===== src/rtl/tjunc_pkg.sv =====
package tjunc_pkg;

  typedef enum logic [2:0] {
    PH_MAIN       = 3'd1,
    PH_MAIN_AMBER = 3'd2,
    PH_TURN       = 3'd3,
    PH_TURN_AMBER = 3'd4,
    PH_SIDE       = 3'd5,
    PH_SIDE_AMBER = 3'd6
  } phase_e;

  localparam logic [2:0] LAMP_RED   = 3'b100;
  localparam logic [2:0] LAMP_AMBER = 3'b010;
  localparam logic [2:0] LAMP_GREEN = 3'b001;

  typedef struct packed {
    logic [2:0] main_a;
    logic [2:0] turn;
    logic [2:0] main_b;
    logic [2:0] side;
  } heads_t;

endpackage


===== src/rtl/tjunc_sec_tick.sv =====
module tjunc_sec_tick #(
  parameter int unsigned TICKS_PER_SEC = 125_000_000
) (
  input  logic clk_i,
  input  logic rst_ni,
  output logic tick_o
);

  generate
    if (TICKS_PER_SEC <= 1) begin : g_pass
      assign tick_o = rst_ni;
    end else begin : g_div
      localparam int unsigned CW = $clog2(TICKS_PER_SEC);
      localparam logic [CW-1:0] LAST = CW'(TICKS_PER_SEC - 1);
      logic [CW-1:0] cnt_q;

      always_ff @(posedge clk_i or negedge rst_ni) begin
        if (!rst_ni)          cnt_q <= '0;
        else if (cnt_q == LAST) cnt_q <= '0;
        else                  cnt_q <= cnt_q + 1'b1;
      end

      assign tick_o = (cnt_q == LAST);

      p_tick_single_r4: assert property (@(posedge clk_i) disable iff (!rst_ni)
        tick_o |=> !tick_o);
      p_cnt_range_r4: assert property (@(posedge clk_i) disable iff (!rst_ni)
        cnt_q <= LAST);
    end
  endgenerate

endmodule


===== src/rtl/tjunc_phase_fsm.sv =====
module tjunc_phase_fsm
  import tjunc_pkg::*;
#(
  parameter int unsigned MAIN_GREEN_S = 7,
  parameter int unsigned TURN_GREEN_S = 5,
  parameter int unsigned SIDE_GREEN_S = 3,
  parameter int unsigned AMBER_S      = 2
) (
  input  logic       clk_i,
  input  logic       rst_ni,
  input  logic       tick_i,
  output logic [2:0] phase_o
);

  localparam int unsigned MAX_A = (MAIN_GREEN_S > TURN_GREEN_S) ? MAIN_GREEN_S : TURN_GREEN_S;
  localparam int unsigned MAX_B = (SIDE_GREEN_S > AMBER_S) ? SIDE_GREEN_S : AMBER_S;
  localparam int unsigned MAX_S = (MAX_A > MAX_B) ? MAX_A : MAX_B;
  localparam int unsigned DW    = (MAX_S > 1) ? $clog2(MAX_S) : 1;

  logic [2:0]    state_q, state_d;
  logic [DW-1:0] dwell_q, dwell_last;
  logic          advance;

  // last tick index of the current phase
  always_comb begin
    unique case (state_q)
      PH_MAIN:                  dwell_last = DW'(MAIN_GREEN_S - 1);
      PH_TURN:                  dwell_last = DW'(TURN_GREEN_S - 1);
      PH_SIDE:                  dwell_last = DW'(SIDE_GREEN_S - 1);
      PH_MAIN_AMBER,
      PH_TURN_AMBER,
      PH_SIDE_AMBER:            dwell_last = DW'(AMBER_S - 1);
      default:                  dwell_last = '0;
    endcase
  end

  assign advance = tick_i && (dwell_q == dwell_last);

  always_comb begin
    case (state_q)
      PH_MAIN:       state_d = PH_MAIN_AMBER;
      PH_MAIN_AMBER: state_d = PH_TURN;
      PH_TURN:       state_d = PH_TURN_AMBER;
      PH_TURN_AMBER: state_d = PH_SIDE;
      PH_SIDE:       state_d = PH_SIDE_AMBER;
      default:       state_d = PH_MAIN;
    endcase
  end

  always_ff @(posedge clk_i or negedge rst_ni) begin
    if (!rst_ni) begin
      state_q <= PH_MAIN;
      dwell_q <= '0;
    end else if (state_q == 3'd0 || state_q == 3'd7) begin
      // corrupted code: restart cycle
      state_q <= PH_MAIN;
      dwell_q <= '0;
    end else if (advance) begin
      state_q <= state_d;
      dwell_q <= '0;
    end else if (tick_i) begin
      dwell_q <= dwell_q + 1'b1;
    end
  end

  assign phase_o = state_q;

  p_legal_code_r3: assert property (@(posedge clk_i) disable iff (!rst_ni)
    (state_q >= 3'd1) && (state_q <= 3'd6));
  p_hold_no_tick_r4: assert property (@(posedge clk_i) disable iff (!rst_ni)
    !tick_i |=> $stable(state_q));
  p_wrap_r3: assert property (@(posedge clk_i) disable iff (!rst_ni)
    (state_q == PH_SIDE_AMBER && advance) |=> state_q == PH_MAIN);
  p_dwell_bound_r4: assert property (@(posedge clk_i) disable iff (!rst_ni)
    dwell_q <= dwell_last);
  p_step_one_r3: assert property (@(posedge clk_i) disable iff (!rst_ni)
    (state_q == PH_MAIN && advance) |=> state_q == PH_MAIN_AMBER);

endmodule


===== src/rtl/tjunc_head_decode.sv =====
module tjunc_head_decode
  import tjunc_pkg::*;
(
  input  logic       clk_i,
  input  logic       rst_ni,
  input  logic [2:0] phase_i,
  output heads_t     heads_o
);

  always_comb begin
    heads_o = '{main_a: LAMP_RED, turn: LAMP_RED, main_b: LAMP_RED, side: LAMP_RED};
    case (phase_i)
      PH_MAIN_AMBER: begin
        heads_o.main_a = LAMP_GREEN;
        heads_o.main_b = LAMP_AMBER;
      end
      PH_TURN: begin
        heads_o.main_a = LAMP_GREEN;
        heads_o.turn   = LAMP_GREEN;
      end
      PH_TURN_AMBER: begin
        heads_o.main_a = LAMP_AMBER;
        heads_o.turn   = LAMP_AMBER;
      end
      PH_SIDE:       heads_o.side = LAMP_GREEN;
      PH_SIDE_AMBER: heads_o.side = LAMP_AMBER;
      default: begin
        heads_o.main_a = LAMP_GREEN;
        heads_o.main_b = LAMP_GREEN;
      end
    endcase
  end

  p_one_lamp_r1: assert property (@(posedge clk_i) disable iff (!rst_ni)
    $countones(heads_o.main_a) == 1 && $countones(heads_o.turn) == 1 &&
    $countones(heads_o.main_b) == 1 && $countones(heads_o.side) == 1);
  p_side_safe_r8: assert property (@(posedge clk_i) disable iff (!rst_ni)
    heads_o.side == LAMP_GREEN |->
      (heads_o.main_a == LAMP_RED && heads_o.turn == LAMP_RED && heads_o.main_b == LAMP_RED));
  p_turn_vs_b_r6: assert property (@(posedge clk_i) disable iff (!rst_ni)
    heads_o.turn != LAMP_RED |-> heads_o.main_b == LAMP_RED);

endmodule


===== src/rtl/tjunc_signal_seq.sv =====
module tjunc_signal_seq
  import tjunc_pkg::*;
#(
  parameter int unsigned TICKS_PER_SEC = 125_000_000,
  parameter int unsigned MAIN_GREEN_S  = 7,
  parameter int unsigned TURN_GREEN_S  = 5,
  parameter int unsigned SIDE_GREEN_S  = 3,
  parameter int unsigned AMBER_S       = 2
) (
  input  logic       clk_i,
  input  logic       rst_ni,
  output logic [2:0] phase_o,
  output logic [2:0] main_a_o,
  output logic [2:0] turn_o,
  output logic [2:0] main_b_o,
  output logic [2:0] side_o
);

  logic   sec_tick;
  logic [2:0] phase;
  heads_t heads;

  tjunc_sec_tick #(.TICKS_PER_SEC(TICKS_PER_SEC)) u_tick (
    .clk_i  (clk_i),
    .rst_ni (rst_ni),
    .tick_o (sec_tick)
  );

  tjunc_phase_fsm #(
    .MAIN_GREEN_S (MAIN_GREEN_S),
    .TURN_GREEN_S (TURN_GREEN_S),
    .SIDE_GREEN_S (SIDE_GREEN_S),
    .AMBER_S      (AMBER_S)
  ) u_fsm (
    .clk_i   (clk_i),
    .rst_ni  (rst_ni),
    .tick_i  (sec_tick),
    .phase_o (phase)
  );

  tjunc_head_decode u_dec (
    .clk_i   (clk_i),
    .rst_ni  (rst_ni),
    .phase_i (phase),
    .heads_o (heads)
  );

  assign phase_o  = phase;
  assign main_a_o = heads.main_a;
  assign turn_o   = heads.turn;
  assign main_b_o = heads.main_b;
  assign side_o   = heads.side;

endmodule


===== config.mk =====
export PLATFORM = sky130hd
export DESIGN_NAME = tjunc_signal_seq
export DESIGN_NICKNAME = d
export VERILOG_FILES = /design/src/rtl/tjunc_pkg.sv /design/src/rtl/tjunc_sec_tick.sv /design/src/rtl/tjunc_phase_fsm.sv /design/src/rtl/tjunc_head_decode.sv /design/src/rtl/tjunc_signal_seq.sv
export SDC_FILE = /design/constraint.sdc
export NUM_CORES = 1
export LEC_CHECK = 0
export ABC_CLOCK_PERIOD_IN_PS = 4400
export BUFFER_PORTS_ARGS = -buffer_cell sky130_fd_sc_hd__buf_2
export CAP_MARGIN = 30
export CORE_AREA = 2 2 58 60
export DETAILED_ROUTE_END_ITERATION = 8
export DIE_AREA = 0 0 60 62
export PLACE_DENSITY = 0.9
export SLEW_MARGIN = 20
export SYNTH_ARGS = -nofsm -noshare
export SYNTH_HDL_FRONTEND = slang
export SYNTH_SLANG_ARGS = --single-unit

===== constraint.sdc =====
create_clock -name clk_i -period 4.4 [get_ports clk_i]
set_input_delay 0.44 -clock clk_i [delete_from_list [all_inputs] [get_ports clk_i]]
set_output_delay 0.44 -clock clk_i [all_outputs]
set_load 0.005 [all_outputs]

[Word-level counts from Yosys, hierarchy flattened]
Cells that the tools add are included.
Cells by class
  add/subtract/negate cells: 2
  equal/unequal tests: 9
  multiplexer cells: 12
  reductions and logical operators: 8
Operator list (count)
  $add A27 B1 Y27 const B: 1
  $eq A27 B27 Y1 const B: 1
  $mux W27: 1
  $pmux W3 S2: 4
  $mux W3: 5
  $pmux W3 S5: 1
  $eq A3 B3 Y1 const B: 4
  $pmux W3 S4: 1
  $eq A3 B2 Y1 const B: 2
  $reduce_or A4 Y1: 1
  $add A3 B1 Y3 const B: 1
  $eq A3 B1 Y1 const B: 1
  $eq A3 B3 Y1: 1
  $logic_not A3 Y1: 1
  $reduce_bool A3 Y1: 1
  $reduce_or A3 Y1: 1
  $reduce_bool A2 Y1: 1
  $reduce_or A2 Y1: 1
  $logic_and A1 B1 Y1: 1
  $logic_or A1 B1 Y1: 1
Word-level totals
  register bits: 33
  input bits: 2

[Longest topological paths before layout]
Gate-level depths: netlist of the first run.
  depth in word-level cells: 7
  depth in mapped cells: 7
  depth with buffers taken out: 6

[By module]
Synthesis of the first run repeated with hierarchy kept, for this count alone.
Unflattened totals
  cell total of the unflattened synthesis: 212
  area, all modules: 2013.2 sq um
By module, submodules not included
  tjunc_sec_tick: instances 1, cells an instance 132, area an instance 1348.8 sq um
  tjunc_phase_fsm: instances 1, cells an instance 62, area an instance 524.3 sq um
  tjunc_head_decode: instances 1, cells an instance 18, area an instance 140.1 sq um

[Worst setup path after synthesis of the first run]
No wires, ideal clock.
  path type: flip-flop to flip-flop
  start point: register u_fsm.state_q[1] (netlist: u_fsm.phase_o[1])
  end point: register u_fsm.state_q[1] (netlist: u_fsm.phase_o[1])
  library setup time: 131 ps
  arrival: 1854 ps
  data required time: 4269 ps
  slack: 2414 ps
  stages on the path, launching flop included: 7
  period minus slack after synthesis: 1986 ps
  cells stage by stage: dfrtp_1 -> buf_6 -> or3_4 -> a2111oi_4 -> a211o_4 -> a311oi_1 -> or3_1
On the way
  cells in the longest elaborated chain, start to end: 6
Ends and longest elaborated chain
  start, declared: RTL line tjunc_phase_fsm.sv:20  | logic [2:0] state_q, state_d;
  start signal, assigned: RTL line tjunc_phase_fsm.sv:59  | state_q <= state_d;
  $eq A3 B2 Y1, or another cell as far along: RTL line tjunc_phase_fsm.sv:26, tjunc_phase_fsm.sv:40
  $reduce_or A3 Y1: RTL line tjunc_phase_fsm.sv:26  | unique case (state_q)
  $pmux W3 S4: RTL line tjunc_phase_fsm.sv:26
  $eq A3 B3 Y1: RTL line tjunc_phase_fsm.sv:37  | assign advance = tick_i && (dwell_q == dwell_last);
  $logic_and A1 B1 Y1: RTL line tjunc_phase_fsm.sv:37
  $reduce_bool A2 Y1 (no line)
Parallel ways exist; a longest one is shown, timed or not. The select of a mux whose other input is x is not followed.
A chain may end at the register's enable or synchronous reset.

[Worst setup path after layout of the first run]
  start point: register u_tick.g_div.cnt_q[0]
  end point: register u_fsm.state_q[1] (netlist: u_fsm.phase_o[1])
On the way
  cells in the longest elaborated chain, start to end: 3
Ends and longest elaborated chain
  start, declared: RTL line tjunc_sec_tick.sv:15  | logic [CW-1:0] cnt_q;
  start signal, assigned: RTL line tjunc_sec_tick.sv:20  | else cnt_q <= cnt_q + 1'b1;
  $eq A27 B27 Y1: RTL line tjunc_sec_tick.sv:23  | assign tick_o = (cnt_q == LAST);
  $logic_and A1 B1 Y1: RTL line tjunc_phase_fsm.sv:37
  $reduce_bool A2 Y1 (no line)
No other way between the ends.

==> results of run 1 <==
[Yosys cell counts]
cell        n  area [um^2]
nand3_1    11         55.1
dfstp_2     1         26.3
ha_1        2         25.0
buf_4       1         7.51
a21oi_1     2         10.0
or2b_1      1         7.51
and3_1     11         68.8
a221oi_1    1         8.76
nand2_1    17         63.8
a311oi_1    1         8.76
or3_4       1         11.3
or3_1       2         12.5
a211o_4     1         17.5
dfrtp_1    32          801
xor2_1     16          140
nor2_1     21         78.8
nand3b_1    1         7.51
a21o_1      1         7.51
nand2b_1    1         6.26
buf_2       1         5.00
nor4bb_1    2         20.0
a2111oi_4   1         27.5
a31oi_1     2         12.5
nand4b_1    1         8.76
and2_1      3         18.8
clkbuf_2    1         5.00
o21ai_0     3         15.0
nor3_1      1         5.00
buf_6       3         33.8
inv_1       4         15.0
nand4_1     8         50.1
nor4b_1     1         8.76
a211oi_1    2         15.0
clkbuf_1    4         15.0
xnor2_1     7         61.3
mux2i_1     1         10.0
nand3_2     1         10.0
o311ai_0    1         8.76
or3_2       1         7.51
nand2b_2    1         8.76
nor4_1      2         12.5
o32ai_1     1         8.76
and4_1      6         52.6
[power by group]
| group | internal, uW | total (uW) | switching [uW] |
|---|---|---|---|
| clock | 78.7 | 172 | 93.4 |
| combinational | 0.319 | 5.62 | 5.30 |
| sequential | 303 | 303 | 0 |
[registers in the layout, summed over array words and instances (netlist names)]
name	count
u_tick.g_div.cnt_q	27
u_fsm.phase_o	3
u_fsm.dwell_q	3
[worst paths after layout]
path | start | end | depth (start not counted)
max | u_tick.g_div.cnt_q[0] | u_fsm.phase_o[1] | 6
min | rst_ni | u_tick.g_div.cnt_q[10] | 1
max reg2reg | u_tick.g_div.cnt_q[0] | u_fsm.phase_o[1] | 6
min reg2reg | u_tick.g_div.cnt_q[0] | u_tick.g_div.cnt_q[0] | 1
max in group asynchronous | rst_ni | u_tick.g_div.cnt_q[8] | 1
min in group clk_i | u_tick.g_div.cnt_q[0] | u_tick.g_div.cnt_q[0] | 1
[cells in the final DEF, fill, tap and decap left out, drive strengths merged]
master | netlist | layout
nor4 | 2 | 2
xnor2 | 7 | 7
nand3 | 12 | 12
xor2 | 16 | 16
dfstp | 1 | 1
a311oi | 1 | 1
nor4bb | 2 | 2
a21o | 1 | 1
inv | 4 | 4
ha | 2 | 2
nand4b | 1 | 1
mux2i | 1 | 1
nand3b | 1 | 1
o32ai | 1 | 1
nor3 | 1 | 1
a31oi | 2 | 2
nor4b | 1 | 1
nor2 | 21 | 21
a2111oi | 1 | 1
a211o | 1 | 1
and4 | 6 | 6
a221oi | 1 | 1
nand2b | 2 | 2
buf | 5 | 16
nand2 | 17 | 17
a211oi | 2 | 2
dfrtp | 32 | 32
o311ai | 1 | 1
a21oi | 2 | 2
or2b | 1 | 1
and2 | 3 | 3
or3 | 4 | 4
clkbuf | 5 | 8
nand4 | 8 | 8
o21ai | 3 | 3
and3 | 11 | 11
[per-stage QoR]
stage | instance area [um^2] | power [uW] | instances | utilization, %
global route | 1930 | 502 | 242 | 60.7
CTS | 1930 | 490 | 242 | 60.7
finish | 1930 | 481 | 242 | 60.7
floorplan | 1800 | 309 | 182 | -
detailed placement | 1870 | 315 | 234 | 58.8
global placement | 1870 | 315 | 234 | 58.8
[area by class of cell]
type / count / area (um^2)
fill: 268 / 1250
multi-input combinational: 135 / 891
sequential: 33 / 827
timing repair buffer: 16 / 80.1
clock buffer: 8 / 58.8
tap: 46 / 57.6
inverter: 4 / 15.0
[worst max-delay path: stages (launching register included)]
cell and delay (ns):
dfrtp_1 0.39, ha_1 0.18, and3_1 0.21, and3_1 0.23, and3_1 0.61, a311oi_1 0.17
or3_1 0.40
[layer usage]
layer / vias up / GRT usage [%]
met1: 655 / 23.1
met4: 0 / 9.21
met5: - / 0
li1: 675 / -
met3: 8 / 6.63
met2: 32 / 31.2
[logic make-up after synthesis]
logic type | after synthesis | synth area share (%)
flip-flops | 33 | 46.0
AND/OR/NAND/NOR | 93 | 28.6
XOR/XNOR | 23 | 11.2
multiplexers | 1 | 0.556
adder cells (fa/ha/maj) | 2 | 1.39
buffers and inverters | 14 | 4.52
AO/OA/AOI/OAI | 16 | 7.79
==> results.yml, run 1 <==
die:
  design.portCount: 17
  die-area_um2: 3720
  placementRows: 21
  start_util_pct: 56.6
  core_um2: 3180
  fp.dieH_um: 62
  die_width_um: 60
timing:
  fin_worst_skew_ns: 0.0134
  rsz0062_at_grt: "false"
  setup_tns_ns: 0
  setup_violations: 0
  fin_crit_sh_pct: 52.7
  fmax_mhz: 432
  finalCriticalPeriod_ns: 2.32
  tightest_slew_ns: 0.687
  maxSlewViolCount: 0
  holdWs_ns: 0.135
  hold_viol_final: 0
  max_slew_margin_pct: 54.2
  setup_ws_ns: 2.08
worst_setup_path:
  crit_path_max_fanout: 19
  cp_data_required_time_ns: 4.61
  cp_data_arrival_time_ns: 2.53
  cp-start-kind: "flip-flop"
  path_class: "reg2reg"
  cp-end-kind: "flip-flop"
  rrSetupSlack_ns: 2.08
drt:
  wl_met3_um: 136
  drt_iter0_markers: 37
  top_layer: "met4"
  vias: 1370
  wl_mm: 3.20
  wl_met1_mm: 1.48
  wire_per_inst_um: 13.2
  drc: 0
  wl_met2_mm: 1.51
  drtAntennaViolNets: 0
  dr.pass1.iters: 4
  via_per_inst: 5.66
logic_synthesis:
  ys_types: 43
  ys_warn_count: 0
  ys_ff_latch: 33
  yosysSeqAreaShare_pct: 46.0
  avgSynthCellArea_um2: 9.89
  syn_nets: 186
  syn-instance-count: 182
  synth_area_um2: 1800
clock_network:
  ctsHtreeMaxLevel: 2
  clkTransAtPathRegs_ns: 0.10
  clock-sinks: 33
  numCtsBuffers: 5
  clock_path_buffers: 2
  ctsResizeCount: 0
  cts_tree: "done"
  cts-root-buf: "clkbuf_4"
  clk_latency_ns: 0.34
  post-cts-setup-buffer-count: 0
  holdBufCountCts: 0
place:
  dp_hpwl_mm: 2.26
  pre_cts_ws_ns: 2.10
  place.gp.congestion: 0.833
  numPortBuffers: 16
finish:
  nets: 199
  antenna_cells: 0
  syn_to_final_growth_pct: 7.23
  layout-drive-gt1-share_pct: 14.8
global_route:
  grt_start_max_net_pins: 34
  grt_pass1_wl_mm: 5.11
  grt_pass1_vias: 1177
  grt_overflow: 0
  grt_use_total_pct: 19.2
  antenna_found_initial: 0
power_and_ir_drop:
  leakagePower_uw: 0.000904
  power_density_nw_per_um2: 249
  peakVddDrop_mv: 0.180
worst_hold_path:
  hp-class: "in2async"
run:
  drv_cap: 0
status:
  outcome: "completed"
(Power assumes the default switching activity.)
==> run 2: changes to the inputs <==
--- a/config.mk
+++ b/config.mk
@@ -5,13 +5,13 @@
 export SDC_FILE = /design/constraint.sdc
 export NUM_CORES = 1
 export LEC_CHECK = 0
-export ABC_CLOCK_PERIOD_IN_PS = 4400
+export ABC_CLOCK_PERIOD_IN_PS = 2080
 export BUFFER_PORTS_ARGS = -buffer_cell sky130_fd_sc_hd__buf_2
 export CAP_MARGIN = 30
-export CORE_AREA = 2 2 58 60
+export CORE_AREA = 2 2 62 64
 export DETAILED_ROUTE_END_ITERATION = 8
-export DIE_AREA = 0 0 60 62
-export PLACE_DENSITY = 0.9
+export DIE_AREA = 0 0 64 66
+export PLACE_DENSITY = 0.84
 export SLEW_MARGIN = 20
 export SYNTH_ARGS = -nofsm -noshare
 export SYNTH_HDL_FRONTEND = slang
==> constraint.sdc (replaced) <==
create_clock -name clk_i -period 2.08 [get_ports clk_i]
set_input_delay 0.208 -clock clk_i [delete_from_list [all_inputs] [get_ports clk_i]]
set_output_delay 0.208 -clock clk_i [all_outputs]
set_load 0.005 [all_outputs]
==> results.yml, run 2 (synthesis gave the netlist of run 1 again) <==
global_route:
  grt_overflow: 0
  use_met3_pct: 5.62
  met2_usage_pct: 30.6
  grt_start_max_net_pins: 34
  grt_pass1_vias: 1304
  grt_pass1_wl_mm: 5.95
  antenna_found_initial: 0
  busiest_layer: "met2"
  grtUsageMet1_pct: 23.7
  grt_use_total_pct: 18.9
worst_setup_path:
  path_class: "reg2reg"
  cp-end-kind: "flip-flop"
  crit_start: "u_fsm.phase_o[2]"
  cp_data_arrival_time_ns: 2.19
  crit_path_max_fanout: 5
  cp_data_required_time_ns: 2.31
  timing.rr.start: "u_fsm.phase_o[2]"
  cp-start-kind: "flip-flop"
finish:
  layout-drive-gt1-share_pct: 20.8
  register_area_um2: 827
  nets: 210
  fillers: 309
  final_common_cell: "dfrtp_1"
  largest_reg_flops: 27
  final_cell_mix: "dfrtp_1, nor2_1, nand2_1"
  largest-register: "u_tick.g_div.cnt_q"
  multiInputGateArea_um2: 906
  final_area_um2: 2060
  antenna_cells: 0
  syn_to_final_growth_pct: 14.4
drt:
  vias: 1397
  wl_mm: 3.45
  drt_iter0_markers: 64
  via_per_inst: 5.48
  drc: 0
  dr.pass1.iters: 4
  drtAntennaViolNets: 0
  wire_per_inst_um: 13.5
die:
  core_um2: 3550
  die_width_um: 64
  die-area_um2: 4220
  placementRows: 22
  fp.dieH_um: 66
  start_util_pct: 50.7
  design.portCount: 17
clock_network:
  clkTransAtPathRegs_ns: 0.10
  cts_tree: "done"
  ctsHtreeMaxLevel: 2
  cts-root-buf: "clkbuf_4"
  clock-sinks: 33
  numCtsBuffers: 5
  clk_latency_ns: 0.34
  clock_path_buffers: 2
timing:
  fin_crit_sh_pct: 94.3
  max_slew_margin_pct: 52.0
  setup_violations: 0
  hold_viol_final: 0
  fmax_mhz: 510
  tightest_slew_ns: 0.720
  rsz0062_at_grt: "false"
  finalCriticalPeriod_ns: 1.96
  setup_tns_ns: 0
  maxSlewViolCount: 0
  fin_worst_skew_ns: 0.0118
status:
  outcome: "completed"
power_and_ir_drop:
  peakVddDrop_mv: 0.402
  power_density_nw_per_um2: 559
  leakagePower_uw: 0.000972
place:
  place.gp.congestion: 0.797
  placed_area_um2: 1950
  dp_hpwl_mm: 2.47
  numPortBuffers: 16
worst_hold_path:
  hp-class: "in2async"
run:
  drv_cap: 0
==> run 2: worst paths after layout <==
check                                          to  slack (ns)  cells past startpoint
max                              u_fsm.phase_o[1]        0.12                      5
min                        u_tick.g_div.cnt_q[14]        0.44                      2
max reg2reg                      u_fsm.phase_o[1]        0.12                      5
min reg2reg                 u_tick.g_div.cnt_q[0]        0.48                      1
max in group asynchronous  u_tick.g_div.cnt_q[24]        1.17                      2
min in group clk_i          u_tick.g_div.cnt_q[0]        0.48                      1
==> run 2: where the power goes <==
group | total (uW) | internal, uW | switching (uW)
registers | 641 | 641 | 0
logic | 13.8 | 1.87 | 11.9
clock network | 496 | 287 | 209
==> run 2: through the flow <==
| stage | setup slack [ns] | total power (uW) | std cells | hold slack, ns | util, % |
|---|---|---|---|---|---|
| 6_report | 0.120 | 1150 | 255 | 0.444 | 58.0 |
| 4_1_cts | 0.0960 | 1170 | 255 | 0.453 | 57.5 |
| 3_3_place_gp | 0.173 | 667 | 246 | 0.299 | 54.9 |
| 5_1_grt | 0.0316 | 1190 | 255 | 0.498 | 58.0 |
| 3_5_place_dp | 0.123 | 667 | 246 | 0.302 | 54.9 |
| 2_1_floorplan | 0.0944 | 654 | 182 | -0.0876 | - |
==> run 2: per-layer routing <==
layer | vias up | part of all wire, %
met5 | - | 0
met4 | 0 | 1.8
met3 | 7 | 4.5
met2 | 34 | 47
met1 | 663 | 46
li1 | 693 | -
==> run 2: final cells by class <==
cell class / count / share of cell area (%)
clock buffers: 7 / 2.67
clock inverters: 1 / 1.46
inverters: 4 / 0.729
multi-input cells: 135 / 44.0
flip-flops and latches: 33 / 40.2
well taps: 48 / 2.92
repair buffers: 27 / 8.02
==> run 2: timing repair <==
| action | 4_1_cts | 5_1_grt |
|---|---|---|
| hold buffers | 1 | 0 |
| setup endpoints to repair | 0 | 1 |
| endpoints found under the hold margin | 32 | 0 |
| setup buffers | 0 | 0 |
| gates resized for setup | 0 | 3 |
==> run 2: critical path, stage by stage (launching register included) <==
cell       delay, ns
dfrtp_1         0.43
or3_4           0.39
a2111oi_4       0.41
a211o_4         0.17
a311oi_1        0.08
or3_1           0.37
==> run 3: changes to the inputs <==
--- a/config.mk
+++ b/config.mk
@@ -5,14 +5,14 @@
 export SDC_FILE = /design/constraint.sdc
 export NUM_CORES = 1
 export LEC_CHECK = 0
-export ABC_CLOCK_PERIOD_IN_PS = 2080
+export ABC_CLOCK_PERIOD_IN_PS = 2050
 export BUFFER_PORTS_ARGS = -buffer_cell sky130_fd_sc_hd__buf_2
-export CAP_MARGIN = 30
 export CORE_AREA = 2 2 62 64
 export DETAILED_ROUTE_END_ITERATION = 8
 export DIE_AREA = 0 0 64 66
-export PLACE_DENSITY = 0.84
+export PLACE_DENSITY = 0.87
 export SLEW_MARGIN = 20
 export SYNTH_ARGS = -nofsm -noshare
 export SYNTH_HDL_FRONTEND = slang
+export SYNTH_HIERARCHICAL = 1
 export SYNTH_SLANG_ARGS = --single-unit
==> constraint.sdc (replaced) <==
create_clock -name clk_i -period 2.05 [get_ports clk_i]
set_input_delay 0.205 -clock clk_i [delete_from_list [all_inputs] [get_ports clk_i]]
set_output_delay 0.205 -clock clk_i [all_outputs]
set_load 0.005 [all_outputs]
==> results.yml, run 3 <==
status:
  outcome: "completed"
global_route:
  grt_overflow: 0
  grt_use_total_pct: 24.2
  antenna_found_initial: 0
  grt_start_max_net_pins: 34
  grt_pass1_wl_mm: 7.90
  grt_pass1_vias: 1727
finish:
  register_area_um2: 827
  antenna_cells: 0
  layout-drive-gt1-share_pct: 22.5
  final_area_um2: 2350
  multiInputGateArea_um2: 1140
  largest_reg_flops: 27
  nets: 248
  syn_to_final_growth_pct: 16.8
  final_util_pct: 66.2
  final_cell_mix: "dfrtp_1, buf_4, nand2_1"
  fillers: 265
  final_common_cell: "dfrtp_1"
  largest-register: "u_tick/g_div.cnt_q"
die:
  start_util_pct: 56.7
  design.portCount: 17
  fp.dieH_um: 66
  die_width_um: 64
  placementRows: 22
  die-area_um2: 4220
  core_um2: 3550
logic_synthesis:
  synth_top_cells_by_count: "dfrtp_1, nand2_1, nand3_1, nor2_1"
  synth_top_cell_area_share_pct: 39.8
  yosysSeqAreaShare_pct: 41.1
  synth-edff-count: 0
  async_flop_share_pct: 100
  ys_warn_count: 6
  synth_area_um2: 2010
  synth_largest_area_cell: "dfrtp_1"
  syn-instance-count: 212
  syn_nets: 217
  synth.most_common_cell: "dfrtp_1"
  synth_area_leaders: "dfrtp_1, xnor2_1, xor2_1"
  synthFlopType: "dfrtp_1"
  ys_types: 52
  avgSynthCellArea_um2: 9.50
  ys_ff_latch: 33
drt:
  drc: 0
  via_per_inst: 6.13
  drtAntennaViolNets: 0
  wire_per_inst_um: 16.4
  vias: 1791
  wl_mm: 4.78
  dr.pass1.iters: 4
  drt_iter0_markers: 145
worst_setup_path:
  cp_data_arrival_time_ns: 2.28
  cp-end-kind: "flip-flop"
  cp-start-kind: "flip-flop"
  cp_data_required_time_ns: 2.32
  ff2ff_path_depth: 7
  path_class: "reg2reg"
  crit_path_max_fanout: 4
timing:
  finalCriticalPeriod_ns: 2.01
  hold_viol_final: 0
  rsz0062_at_grt: "true"
  maxSlewViolCount: 0
  fin_worst_skew_ns: 0.0105
  tightest_slew_ns: 0.742
  fin_crit_sh_pct: 97.9
  max_slew_margin_pct: 50.5
  fmax_mhz: 498
  setup_violations: 0
clock_network:
  clkTransAtPathRegs_ns: 0.10
  cts_tree: "done"
  cts-root-buf: "clkbuf_4"
  clock_path_buffers: 2
  ctsHtreeMaxLevel: 2
  clk_latency_ns: 0.34
  numCtsBuffers: 5
  clock-sinks: 33
power_and_ir_drop:
  power_density_nw_per_um2: 502
  leakagePower_uw: 0.000999
  p_total_uw: 1180
  peakVddDrop_mv: 0.355
place:
  dp_hpwl_mm: 3.23
  numPortBuffers: 16
  place.gp.congestion: 0.805
  placed_area_um2: 2210
run:
  drv_cap: 0
worst_hold_path:
  hp-class: "in2async"
-- run 3: changes by cell type in the layout (fill, tap and decap cells not counted), sizes merged, moves of 6 or more --
cell,change
nor2,-7
or4,+6
a21oi,+7
and3,-7
buf,+8
nor3,+8
-- run 3: path summary, 6_finish.rpt --
path | to | slack, ns | start
hold / removal | u_tick/g_div.cnt_q[14] | 0.45 | rst_ni
min in group clk_i | u_tick/g_div.cnt_q[22] | 0.49 | u_tick/g_div.cnt_q[22]
setup / recovery | u_fsm/phase_o[2] | 0.04 | u_tick/g_div.cnt_q[0]
hold reg to reg | u_tick/g_div.cnt_q[22] | 0.49 | u_tick/g_div.cnt_q[22]
max in group asynchronous | u_fsm/dwell_q[1] | 1.12 | rst_ni
setup reg to reg | u_fsm/phase_o[2] | 0.04 | u_tick/g_div.cnt_q[0]
-- run 3: area by class of cell --
class,count,area share (%)
Clock buffer,7,2.34
Clock inverter,1,1.28
Inverter,4,0.639
Multi-Input combinational cell,164,48.4
Sequential cell,33,35.2
Tap cell,48,2.55
Timing Repair Buffer,35,9.58
-- run 3: routing by layer --
| layer | GRT usage, % | vias to the layer above | routed length, um |
|---|---|---|---|
| met5 | 0 | - | 0 |
| met4 | 12.5 | 0 | 145 |
| met3 | 4.26 | 17 | 233 |
| met2 | 40.6 | 72 | 2510 |
| met1 | 29.7 | 865 | 1890 |
| li1 | - | 837 | - |
-- run 3: critical path: stages, from the launching register on --
cell,delay [ns]
dfrtp_1,0.44
ha_4,0.18
nand2_2,0.06
or4_4,0.46
nor2_4,0.19
o211ai_4,0.12
or4_1,0.41
nand3_1,0.10
-- run 3: where the power goes --
group	switching (uW)	internal, uW	total [uW]
clock	224	291	516
sequential	0	651	651
combinational	12.5	1.90	14.4
total	237	944	1180
-- run 3: cell families (layout without fill, tap and decap cells) --
family | after synthesis | after routing | share of synthesized area [%]
DFF | 33 | 33 | 41.1
and+or+nand+nor | 104 | 104 | 30.5
AOI/OAI and AO/OA | 33 | 33 | 11.2
adders and majority gates | 3 | 3 | 1.86
xor gates and xnor gates | 21 | 21 | 9.51
muxes | 3 | 3 | 1.49
buffers and inverters | 15 | 47 | 4.35
-- run 3: through the flow --
| stage | setup slack (ns) | std cells | hold WS [ns] | TNS [ns] |
|---|---|---|---|---|
| after floorplan | -0.0345 | 212 | -0.0906 | -0.0345 |
| after global placement | 0.103 | 280 | 0.298 | 0 |
| after detailed placement | 0.0358 | 280 | 0.305 | 0 |
| after CTS | 0.0184 | 289 | 0.475 | 0 |
| after global routing | -0.0682 | 292 | 0.508 | -0.155 |
| final | 0.0433 | 292 | 0.452 | 0 |
-- run 3: what timing repair did --
item	CTS	global route
hold buffers	1	0
setup buffers	0	3
pin swaps	1	1
hold endpoints to repair	32	0
resized for setup	2	3
setup endpoints to repair	2	4
